===== src/rtl/rev_shift_reg_pkg.sv =====
package rev_shift_reg_pkg;

  typedef enum logic [1:0] {
    MD_KEEP  = 2'b00,
    MD_LOAD  = 2'b01,
    MD_SHIFT = 2'b10,
    MD_SWAP  = 2'b11
  } mode_e;

  localparam int unsigned NUM_SRC = 4;

  // one-hot source select positions
  localparam int unsigned SRC_OWN   = 0;
  localparam int unsigned SRC_PAR   = 1;
  localparam int unsigned SRC_SHIFT = 2;
  localparam int unsigned SRC_SWAP  = 3;

endpackage


===== src/rtl/rev_shift_reg_ctrl.sv =====
module rev_shift_reg_ctrl
  import rev_shift_reg_pkg::*;
(
  input  logic               mode_a,
  input  logic               mode_b,
  input  logic               clr,
  output logic [NUM_SRC-1:0] src_sel,
  output logic               upd_en
);

  mode_e mode;

  always_comb begin
    mode = mode_e'({mode_a, mode_b});
  end

  always_comb begin
    src_sel = '0;
    unique case (mode)
      MD_KEEP:  src_sel[SRC_OWN]   = 1'b1;
      MD_LOAD:  src_sel[SRC_PAR]   = 1'b1;
      MD_SHIFT: src_sel[SRC_SHIFT] = 1'b1;
      MD_SWAP:  src_sel[SRC_SWAP]  = 1'b1;
      default:  src_sel[SRC_OWN]   = 1'b1;
    endcase
  end

  // the flops only need a clock enable when something changes
  always_comb begin
    upd_en = clr | (mode != MD_KEEP);
  end

endmodule


===== src/rtl/rev_shift_reg_cell.sv =====
module rev_shift_reg_cell
  import rev_shift_reg_pkg::*;
(
  input  logic [NUM_SRC-1:0] src_sel,
  input  logic               clr,
  input  logic               own_bit,
  input  logic               par_bit,
  input  logic               shift_bit,
  input  logic               swap_bit,
  output logic               nxt_bit
);

  logic muxed;

  always_comb begin
    muxed = (src_sel[SRC_OWN]   & own_bit)
          | (src_sel[SRC_PAR]   & par_bit)
          | (src_sel[SRC_SHIFT] & shift_bit)
          | (src_sel[SRC_SWAP]  & swap_bit);
    nxt_bit = muxed & ~clr;
  end

endmodule


===== src/rtl/rev_shift_reg.sv =====
module rev_shift_reg
  import rev_shift_reg_pkg::*;
#(
  parameter int unsigned W = 4
) (
  input  logic         clk,
  input  logic         rst_n,
  input  logic         clr,
  input  logic         mode_a,
  input  logic         mode_b,
  input  logic [W-1:0] par_in,
  input  logic         ser_in,
  output logic [W-1:0] q
);

  localparam int unsigned MSB = W - 1;

  logic [NUM_SRC-1:0] src_sel;
  logic               upd_en;
  logic [W-1:0]       q_r;
  logic [W-1:0]       q_nxt;
  logic [W-1:0]       shift_src;
  logic [W-1:0]       swap_src;

  rev_shift_reg_ctrl u_ctrl (
    .mode_a  (mode_a),
    .mode_b  (mode_b),
    .clr     (clr),
    .src_sel (src_sel),
    .upd_en  (upd_en)
  );

  genvar i;
  generate
    for (i = 0; i < W; i++) begin : g_bit
      if (i == 0) begin : g_lsb
        assign shift_src[i] = ser_in;
      end else begin : g_upper
        assign shift_src[i] = q_r[i-1];
      end
      assign swap_src[i] = q_r[MSB-i];

      rev_shift_reg_cell u_cell (
        .src_sel   (src_sel),
        .clr       (clr),
        .own_bit   (q_r[i]),
        .par_bit   (par_in[i]),
        .shift_bit (shift_src[i]),
        .swap_bit  (swap_src[i]),
        .nxt_bit   (q_nxt[i])
      );
    end
  endgenerate

  always_ff @(posedge clk or negedge rst_n) begin
    if (!rst_n) begin
      q_r <= '0;
    end else if (upd_en) begin
      q_r <= q_nxt;
    end
  end

  assign q = q_r;

endmodule


===== config.mk =====
export PLATFORM = sky130hd
export DESIGN_NAME = rev_shift_reg
export DESIGN_NICKNAME = d
export VERILOG_FILES = /design/src/rtl/rev_shift_reg_pkg.sv /design/src/rtl/rev_shift_reg_ctrl.sv /design/src/rtl/rev_shift_reg_cell.sv /design/src/rtl/rev_shift_reg.sv
export SDC_FILE = /design/constraint.sdc
export NUM_CORES = 1
export LEC_CHECK = 0
export CAP_MARGIN = 20
export CORE_AREA = 2 2 39 41
export DETAILED_ROUTE_END_ITERATION = 10
export DIE_AREA = 0 0 41 43
export GPL_TIMING_DRIVEN = 0
export PLACE_DENSITY = 0.43
export SYNTH_ARGS = -nofsm -noshare
export SYNTH_HDL_FRONTEND = slang
export SYNTH_SLANG_ARGS = --single-unit

===== constraint.sdc =====
create_clock -name clk -period 1.2 [get_ports clk]
set_input_delay 0.18 -clock clk [delete_from_list [all_inputs] [get_ports clk]]
set_output_delay 0.18 -clock clk [all_outputs]
set_load 0.02 [all_outputs]

==> Word-level counts from Yosys, hierarchy flattened <==
Cells that the tools add are included.
{ "word_totals": {"wordCells": 44, "output_inout_bits": 4, "reg_bits": 4} }
{ "op_classes": {"reduce_logical": 2, "bitwise_logic": 34, "n_eq_ne": 3, "muxes": 4} }
{ "op_table": {"columns": ["cell", "n"], "rows": [
  ["1-bit AND", 20],
  ["1-bit bitwise OR", 13],
  ["2-bit equality test, second input constant", 2],
  ["1-bit 2-to-1 mux", 4],
  ["2-bit by 1-bit equality test with 1-bit output, second input constant", 1],
  ["2-bit zero test", 1],
  ["2-bit nonzero test", 1],
  ["1-bit NOT", 1]
]} }

==> Depth between registers and ports, before layout <==
Gate-level depths: netlist of the first run.
{ "logic_depth": {"ltp_word": 7, "mapped_depth": 2, "mapped_depth_nobuf": 2} }

==> Cells and area by module <==
From an unflattened synthesis of the first run, not the netlist that was laid out.
{ "hier_totals": {"hier_cells": 25, "area_unflattened_um2": 257.7} }
{ "by_module_without_submodules": {"columns": ["module", "seq_area_each_um2", "area_per_inst_um2", "instances", "cells_each"], "rows": [
  ["rev_shift_reg", 100.1, 145.1, 1, 8],
  ["rev_shift_reg_cell", 0.0, 20.0, 4, 3],
  ["rev_shift_reg_ctrl", 0.0, 32.5, 1, 5]
]} }

==> Worst setup path after synthesis of the first run <==
OpenSTA, ideal clock, no wires.
{ "synth_path": {"path_kind": "register to register", "start": "register q_r[2] (netlist: q[2])", "end": "register q_r[3] (netlist: q[3])", "arrival_time_ps": 986, "path_slack_ps": 99, "path_stages_with_launch": 3, "n_path_buf": 0, "required_ps": 1085, "cell_sequence": "dfrtp_1 mux4_1 nor2b_4"} }
{ "synth_via": {"elab_chain_cells": 4} }
{ "synth_rtl": {"columns": ["element", "line_no", "source"], "rows": [
  ["start, declared", "rev_shift_reg.sv:20", "logic [W-1:0] q_r;"],
  ["start signal, assigned", "rev_shift_reg.sv:59", "q_r <= q_nxt;"],
  ["1-bit AND", "rev_shift_reg_cell.sv:18", "| (src_sel[SRC_SHIFT] & shift_bit)"],
  ["1-bit bitwise OR", "rev_shift_reg_cell.sv:18", null],
  ["1-bit bitwise OR", "rev_shift_reg_cell.sv:19", "| (src_sel[SRC_SWAP] & swap_bit);"],
  ["1-bit AND", "rev_shift_reg_cell.sv:20", "nxt_bit = muxed & ~clr;"]
]} }
No other way between the ends.
A chain may end at the register's enable or synchronous reset.

==> Worst setup path after layout of the first run <==
{ "layout_path": {"start": "register q_r[0] (netlist: q[0])", "end": "register q_r[3] (netlist: q[3])"} }
{ "layout_via": {"elab_chain_cells": 3} }
{ "layout_rtl": {"columns": ["element", "line_no"], "rows": [
  ["1-bit AND", "rev_shift_reg_cell.sv:19"],
  ["1-bit bitwise OR", "rev_shift_reg_cell.sv:19"],
  ["1-bit AND", "rev_shift_reg_cell.sv:20"]
]} }
No other way between the ends.

==> out/results.tsv, run 1 <==
stage	metric	value	unit
route	final_antenna_net_count	0	
timing	finalMaxSlewViolations	0	
setup_path	cp_cell_sequence	mux4_2 -> nor2b_4	
setup_path	crit_path_start_kind	flop	
grt	grt_max_degree	6	
timing	tightest_slew	0.233	ns
run_status	status	finished clean	
logic_synthesis	synthTopCellsByArea	dfrtp_1 (39%), mux4_2 (18%), buf_4 (12%)	
clock_tree	holdBufCountCts	0	
placement	io_buffers	13	
route	drtIter0Drc	2	
pwr	internal-power	0.000324	W
logic_synthesis	postSynthCellCount	18	
route	dr.pass1.iters	2	
logic_synthesis	synth_top_area_share	0.392	
cells_and_area	final_util	0.292	
timing	final.setup.tns	0	ns
clock_tree	clock_sinks	4	
clock_tree	post_cts_buffers	0	
setup_path	cp_slowest_cell	mux4_2	
grt	grt_pass1_wl	903	um
setup_path	rrSetupSlack	0.07	ns
pwr	switchingPower	0.0000993	W
placement	place.gp.congestion	0.647	
timing	fin_crit	1.13	ns
clock_tree	cts_buffer_depth	2	
die	die_w	41	um
logic_synthesis	synth_mux_area_frac	0.319	
cells_and_area	n_antenna_cell	0	
cells_and_area	layout-drive-gt1-share	0.441	
setup_path	crit_family	multiplexers	
setup_path	critical_path_class	reg2reg	
logic_synthesis	syn-cell-area	255	sq um
timing	timing.fmax	887	MHz
cells_and_area	largest_register_ffs	4	
route	routedWlPerCell	11.3	um
timing	grt_setup_unrepaired	no	
die	die_area	1760	sq um
timing	finClkSkew	0.000881	ns
logic_synthesis	syn_nets	28	
flow_run	drv_cap	0	
grt	grt_usage	0.0861	
logic_synthesis	synth_xor_xnor_area_share	0	
placement	dp_cells	47	
setup_path	end_kind	flop	
pwr	combPwrFrac	0.243	
setup_path	path_buf_inv	0	
cells_and_area	synthToLayoutAreaGrowth	58.3	%
pwr	clkPwrFrac	0.396	
die	rows	14	
grt	grt_pass1_vias	213	
route	via_per_inst	3.90	
pwr	p_sw_frac	0.235	
setup_path	required	1.31	ns
route	wl	566	um
cells_and_area	fill_cells	148	
logic_synthesis	ys_ff_latch	4	
die	initial_utilization	0.184	
logic_synthesis	avgSynthCellArea	14.2	sq um
logic_synthesis	synthDistinctLibCells	9	
route	vias	195	
setup_path	regToRegStartpoint	q[0]	
setup_path	r2r_cells	2	
setup_path	max_stage_delay	0.47	ns
placement	dp_hpwl	467	um
timing	fin_crit_sh	0.939	
logic_synthesis	synth-compound-area-share	0.0294	
cells_and_area	nets	46	
logic_synthesis	yosys.area_share.simple	0.127	
setup_path	worst-path-max-fanout	4	
placement	dp_slack	-0.391	ns
pwr	pwr-share-seq	0.361	
timing	max_slew_margin	0.845	
pwr	vdd_drop_max	0.193	mV
cells_and_area	final_cells	50	
logic_synthesis	synth_top_family_by_area	multiplexers	
hold_path	hold_class	in2async	
timing	fin_ws	0.0730	ns
die	ios	14	
clock_tree	cts_tree	done	
logic_synthesis	synth_warnings	0	
clock_tree	cts-htree-levels	1	
setup_path	arrival	1.24	ns
timing	setup_violations	0	
clock_tree	cts.root.buffer_cell	clkbuf_4	
die	fp.coreArea	1380	sq um
logic_synthesis	synthAdderAreaFrac	0	
logic_synthesis	synth_area_leader_cell	dfrtp_1	
pwr	pwr_density_cell	1050	nW/um^2
clock_tree	clk_pin_slew	0.04	ns
pwr	power_leakage	0.191	nW
timing	finalHoldViolCount	0	
route	drcViolationCount	0	
clock_tree	clock_latency	0.23	ns
die	die_h	43	um
grt	grt.overflow.total	0	
setup_path	r2r-end	q[3]	
grt	antenna_found_initial	0	
clock_tree	cts_inserted_buffers	3	
logic_synthesis	ys_seq_area_frac	0.392	
## worst max path at each step
stage / startpoint / endpoint / slack, ns / depth (start not counted)
after floorplan: q[2] / q[3] / 0.1 / 2
after global placement: mode_a / q[3] / -0.37 / 3
after detailed placement: mode_a / q[3] / -0.39 / 3
after CTS: q[3] / q[3] / 0.01 / 2
after global routing: q[0] / q[3] / 0.04 / 2
final: q[0] / q[3] / 0.07 / 2
## metal layers
metal / vias to the layer above / GRT usage / part of all wire
li1: 93 / - / -
met5: - / 0 / 0
met3: 2 / 0 / 0.034
met2: 5 / 0.128 / 0.60
met1: 95 / 0.0762 / 0.33
met4: 0 / 0.140 / 0.025
## metrics by stage
step / total power [W] / hold WS, ns / instance area, sq um
2_1_floorplan: 0.000207 / -0.116 / 255
3_3_place_gp: 0.000267 / 0.405 / 405
3_5_place_dp: 0.000268 / 0.415 / 405
4_1_cts: 0.000439 / 0.158 / 420
5_1_grt: 0.000451 / 0.170 / 404
6_report: 0.000423 / 0.158 / 404
## worst register-to-register path: cells and delay by family (launching register included)
family           cells  cell delay [ns]
and+or+nand+nor      1             0.14
muxes                1             0.47
DFF                  1             0.40
## power by group through the flow
stage	Combinational [W]	Clock [W]	Sequential, W
4_1_cts	0.000107	0.000179	0.000153
6_report	0.000103	0.000168	0.000153
3_3_place_gp	0.000112	0	0.000154
2_1_floorplan	0.0000560	0	0.000151
5_1_grt	0.000110	0.000187	0.000154
3_5_place_dp	0.000113	0	0.000154
## layout by cell type, fill, tap and decap left out
cell type	count
clkdlybuf4s50_1	7
buf_4	5
dfrtp_1	4
nor2b_1	3
mux4_2	3
clkbuf_4	3
buf_2	3
dlygate4sd2_1	2
inv_1	1
mux2i_1	1
a211oi_1	1
nor2b_4	1
## synthesized netlist by cell type
cell      instances
buf_4             4
dfrtp_1           4
nor2b_1           3
mux4_2            2
a211oi_1          1
inv_1             1
mux2i_1           1
mux4_1            1
nor2b_4           1
## timing repair
| action | CTS | global route |
|---|---|---|
| endpoints found under the setup margin | 7 | 3 |
| resized for setup | 14 | 3 |
| pin swaps | 0 | 0 |
## final cells by class
class / instances / area [sq um] / share of cell area
multi-input cells: 9 / 118 / 0.291
repair buffers: 13 / 110 / 0.272
flip-flops and latches: 4 / 100 / 0.248
plain buffers: 4 / 30.0 / 0.0743
clock buffers: 3 / 22.5 / 0.0557
well taps: 16 / 20.0 / 0.0495
inverters: 1 / 3.75 / 0.00929
## cells by family after synthesis
| group | Yosys count |
|---|---|
| simple gates | 4 |
| flops | 4 |
| mux | 4 |
| compound gates | 1 |
| buf+inv | 5 |
Note: power is estimated with default switching activity, not from simulation.
==> inputs of run 2 (changes only) <==
--- a/config.mk
+++ b/config.mk
@@ -7,10 +7,12 @@
 export LEC_CHECK = 0
 export CAP_MARGIN = 20
 export CORE_AREA = 2 2 39 41
+export CTS_CLUSTER_SIZE = 10
 export DETAILED_ROUTE_END_ITERATION = 10
 export DIE_AREA = 0 0 41 43
 export GPL_TIMING_DRIVEN = 0
 export PLACE_DENSITY = 0.43
+export SLEW_MARGIN = 40
 export SYNTH_ARGS = -nofsm -noshare
 export SYNTH_HDL_FRONTEND = slang
 export SYNTH_SLANG_ARGS = --single-unit
==> results of run 2 <==
No change in the layout: final DEF, timing and power equal those of run 1.
==> inputs of run 3 (changes only) <==
--- a/config.mk
+++ b/config.mk
@@ -10,7 +10,7 @@
 export CTS_CLUSTER_SIZE = 10
 export DETAILED_ROUTE_END_ITERATION = 10
 export DIE_AREA = 0 0 41 43
-export GPL_TIMING_DRIVEN = 0
+export GPL_TIMING_DRIVEN = 1
 export PLACE_DENSITY = 0.43
 export SLEW_MARGIN = 40
 export SYNTH_ARGS = -nofsm -noshare
==> out/results.tsv, run 3 (same netlist as run 1, synthesis figures left out) <==
stage	metric	value	unit
grt	antenna_found_initial	0	
cells_and_area	largest_register_ffs	4	
timing	grt_setup_unrepaired	no	
timing	finClkSkew	0.00141	ns
run_status	status	finished clean	
cells_and_area	multi_input_area	118	sq um
setup_path	worst-path-max-fanout	4	
placement	io_buffers	13	
route	vias	193	
cells_and_area	synthToLayoutAreaGrowth	57.4	%
die	fp.coreArea	1380	sq um
cells_and_area	n_antenna_cell	0	
setup_path	r2r_cells	2	
pwr	power_leakage	0.188	nW
clock_tree	cts_tree	done	
die	ios	14	
setup_path	path_buf_inv	1	
route	wl_met3	16	um
pwr	internal-power	0.000318	W
clock_tree	post_cts_buffers	0	
pwr	switchingPower	0.0000900	W
cells_and_area	seq_area	100	sq um
grt	grt.overflow.total	0	
cells_and_area	nets	44	
cells_and_area	layout_commonest_cell	clkdlybuf4s50_1	
pwr	pwr_density_cell	1020	nW/um^2
timing	timing.fmax	876	MHz
clock_tree	clock_latency	0.23	ns
timing	fin_ws	0.0578	ns
die	die_area	1760	sq um
clock_tree	holdBufCountCts	0	
route	highest_layer	met3	
setup_path	path_depth	1	
placement	place.gp.congestion	0.654	
setup_path	crit_path_start_kind	flop	
clock_tree	cts_inserted_buffers	3	
pwr	combPwrFrac	0.237	
clock_tree	ctsResizeCount	7	
setup_path	cp_cell_sequence	dlygate4sd2_1	
setup_path	required	1.02	ns
grt	grt_max_degree	5	
die	die_w	41	um
route	drcViolationCount	0	
setup_path	end_kind	primary output	
timing	tightest_slew	0.227	ns
setup_path	critical_path_class	reg2out	
timing	finalHoldViolCount	0	
pwr	pwr-share-seq	0.374	
die	die_h	43	um
clock_tree	cts_buffer_depth	2	
timing	finalMaxSlewViolations	0	
flow_run	drv_cap	0	
route	wl_met1	170	um
clock_tree	clock_sinks	4	
grt	grt_pass1_vias	223	
route	dr.pass1.iters	2	
pwr	vdd_drop_max	0.182	mV
grt	grt_usage	0.0766	
pwr	clkPwrFrac	0.389	
timing	fin_crit_sh	0.952	
timing	fin_crit	1.14	ns
route	routedWlPerCell	11.1	um
route	wl	534	um
setup_path	max_stage_delay	0.40	ns
clock_tree	cts-htree-levels	1	
route	via_per_inst	4.02	
hold_path	hold_class	in2async	
cells_and_area	stdcell_area	402	sq um
setup_path	arrival	0.96	ns
cells_and_area	layout_common_cells	clkdlybuf4s50_1 (7), dlygate4sd2_1 (6), dfrtp_1 (4)	
cells_and_area	fill_cells	146	
setup_path	cp_slowest_cell	dfrtp_1	
cells_and_area	layout-drive-gt1-share	0.281	
route	final_antenna_net_count	0	
grt	grt_pass1_wl	910	um
die	initial_utilization	0.184	
timing	max_slew_margin	0.848	
setup_path	crit_family	flip-flops	
placement	dp_hpwl	468	um
timing	setup_violations	0	
route	dr_wl_met2	347	um
pwr	p_sw_frac	0.221	
placement	placed_area	390	sq um
cells_and_area	final_util	0.290	
clock_tree	clk_pin_slew	0.04	ns
clock_tree	cts.root.buffer_cell	clkbuf_4	
route	drtIter0Drc	3	
placement	dp_slack	-0.353	ns
die	rows	14	
-- run 3: cell count changes in the layout (fill, tap and decap cells not counted) --
cell / before / now
buf_2: 3 / 0
dlygate4sd2_1: 2 / 6
buf_4: 5 / 2
-- run 3: path summary, 6_finish.rpt --
kind	startpoint	endpoint	slack, ns
worst max-delay path	q[2]	q[2]	0.06
worst min-delay path	rst_n	q[0]	0.16
worst max register to register	q[2]	q[1]	0.07
worst min register to register	q[1]	q[2]	0.60
max in group asynchronous	rst_n	q[1]	0.87
min in group clk	mode_a	q[2]	0.51
-- run 3: routing by layer --
layer / vias up / global-route usage
li1: 90 / -
met1: 100 / 0.0814
met2: 3 / 0.131
met3: 0 / 0
met4: 0 / 0.0600
met5: - / 0
-- run 3: area by class of cell --
cell class,instances,area share
Clock buffer,3,0.0561
Inverter,1,0.00935
Multi-Input combinational cell,9,0.293
Sequential cell,4,0.249
Tap cell,16,0.0498
Timing Repair Buffer,15,0.343
-- run 3: per-stage QoR --
stage,hold WS (ns),instances,power [W],setup TNS [ns]
2_1_floorplan,-0.116,18,0.000207,0
3_3_place_gp,0.396,45,0.000259,-1.10
3_5_place_dp,0.403,45,0.000261,-1.10
4_1_cts,0.159,48,0.000419,0
5_1_grt,0.175,48,0.000429,0
6_report,0.159,48,0.000408,0
-- run 3: power by group through the flow --
stage	clock, W	combinational (W)	sequential (W)
6_report	0.000159	0.0000968	0.000153
5_1_grt	0.000170	0.000105	0.000155
4_1_cts	0.000168	0.0000984	0.000153
3_5_place_dp	0	0.000106	0.000155
3_3_place_gp	0	0.000105	0.000154
2_1_floorplan	0	0.0000560	0.000151
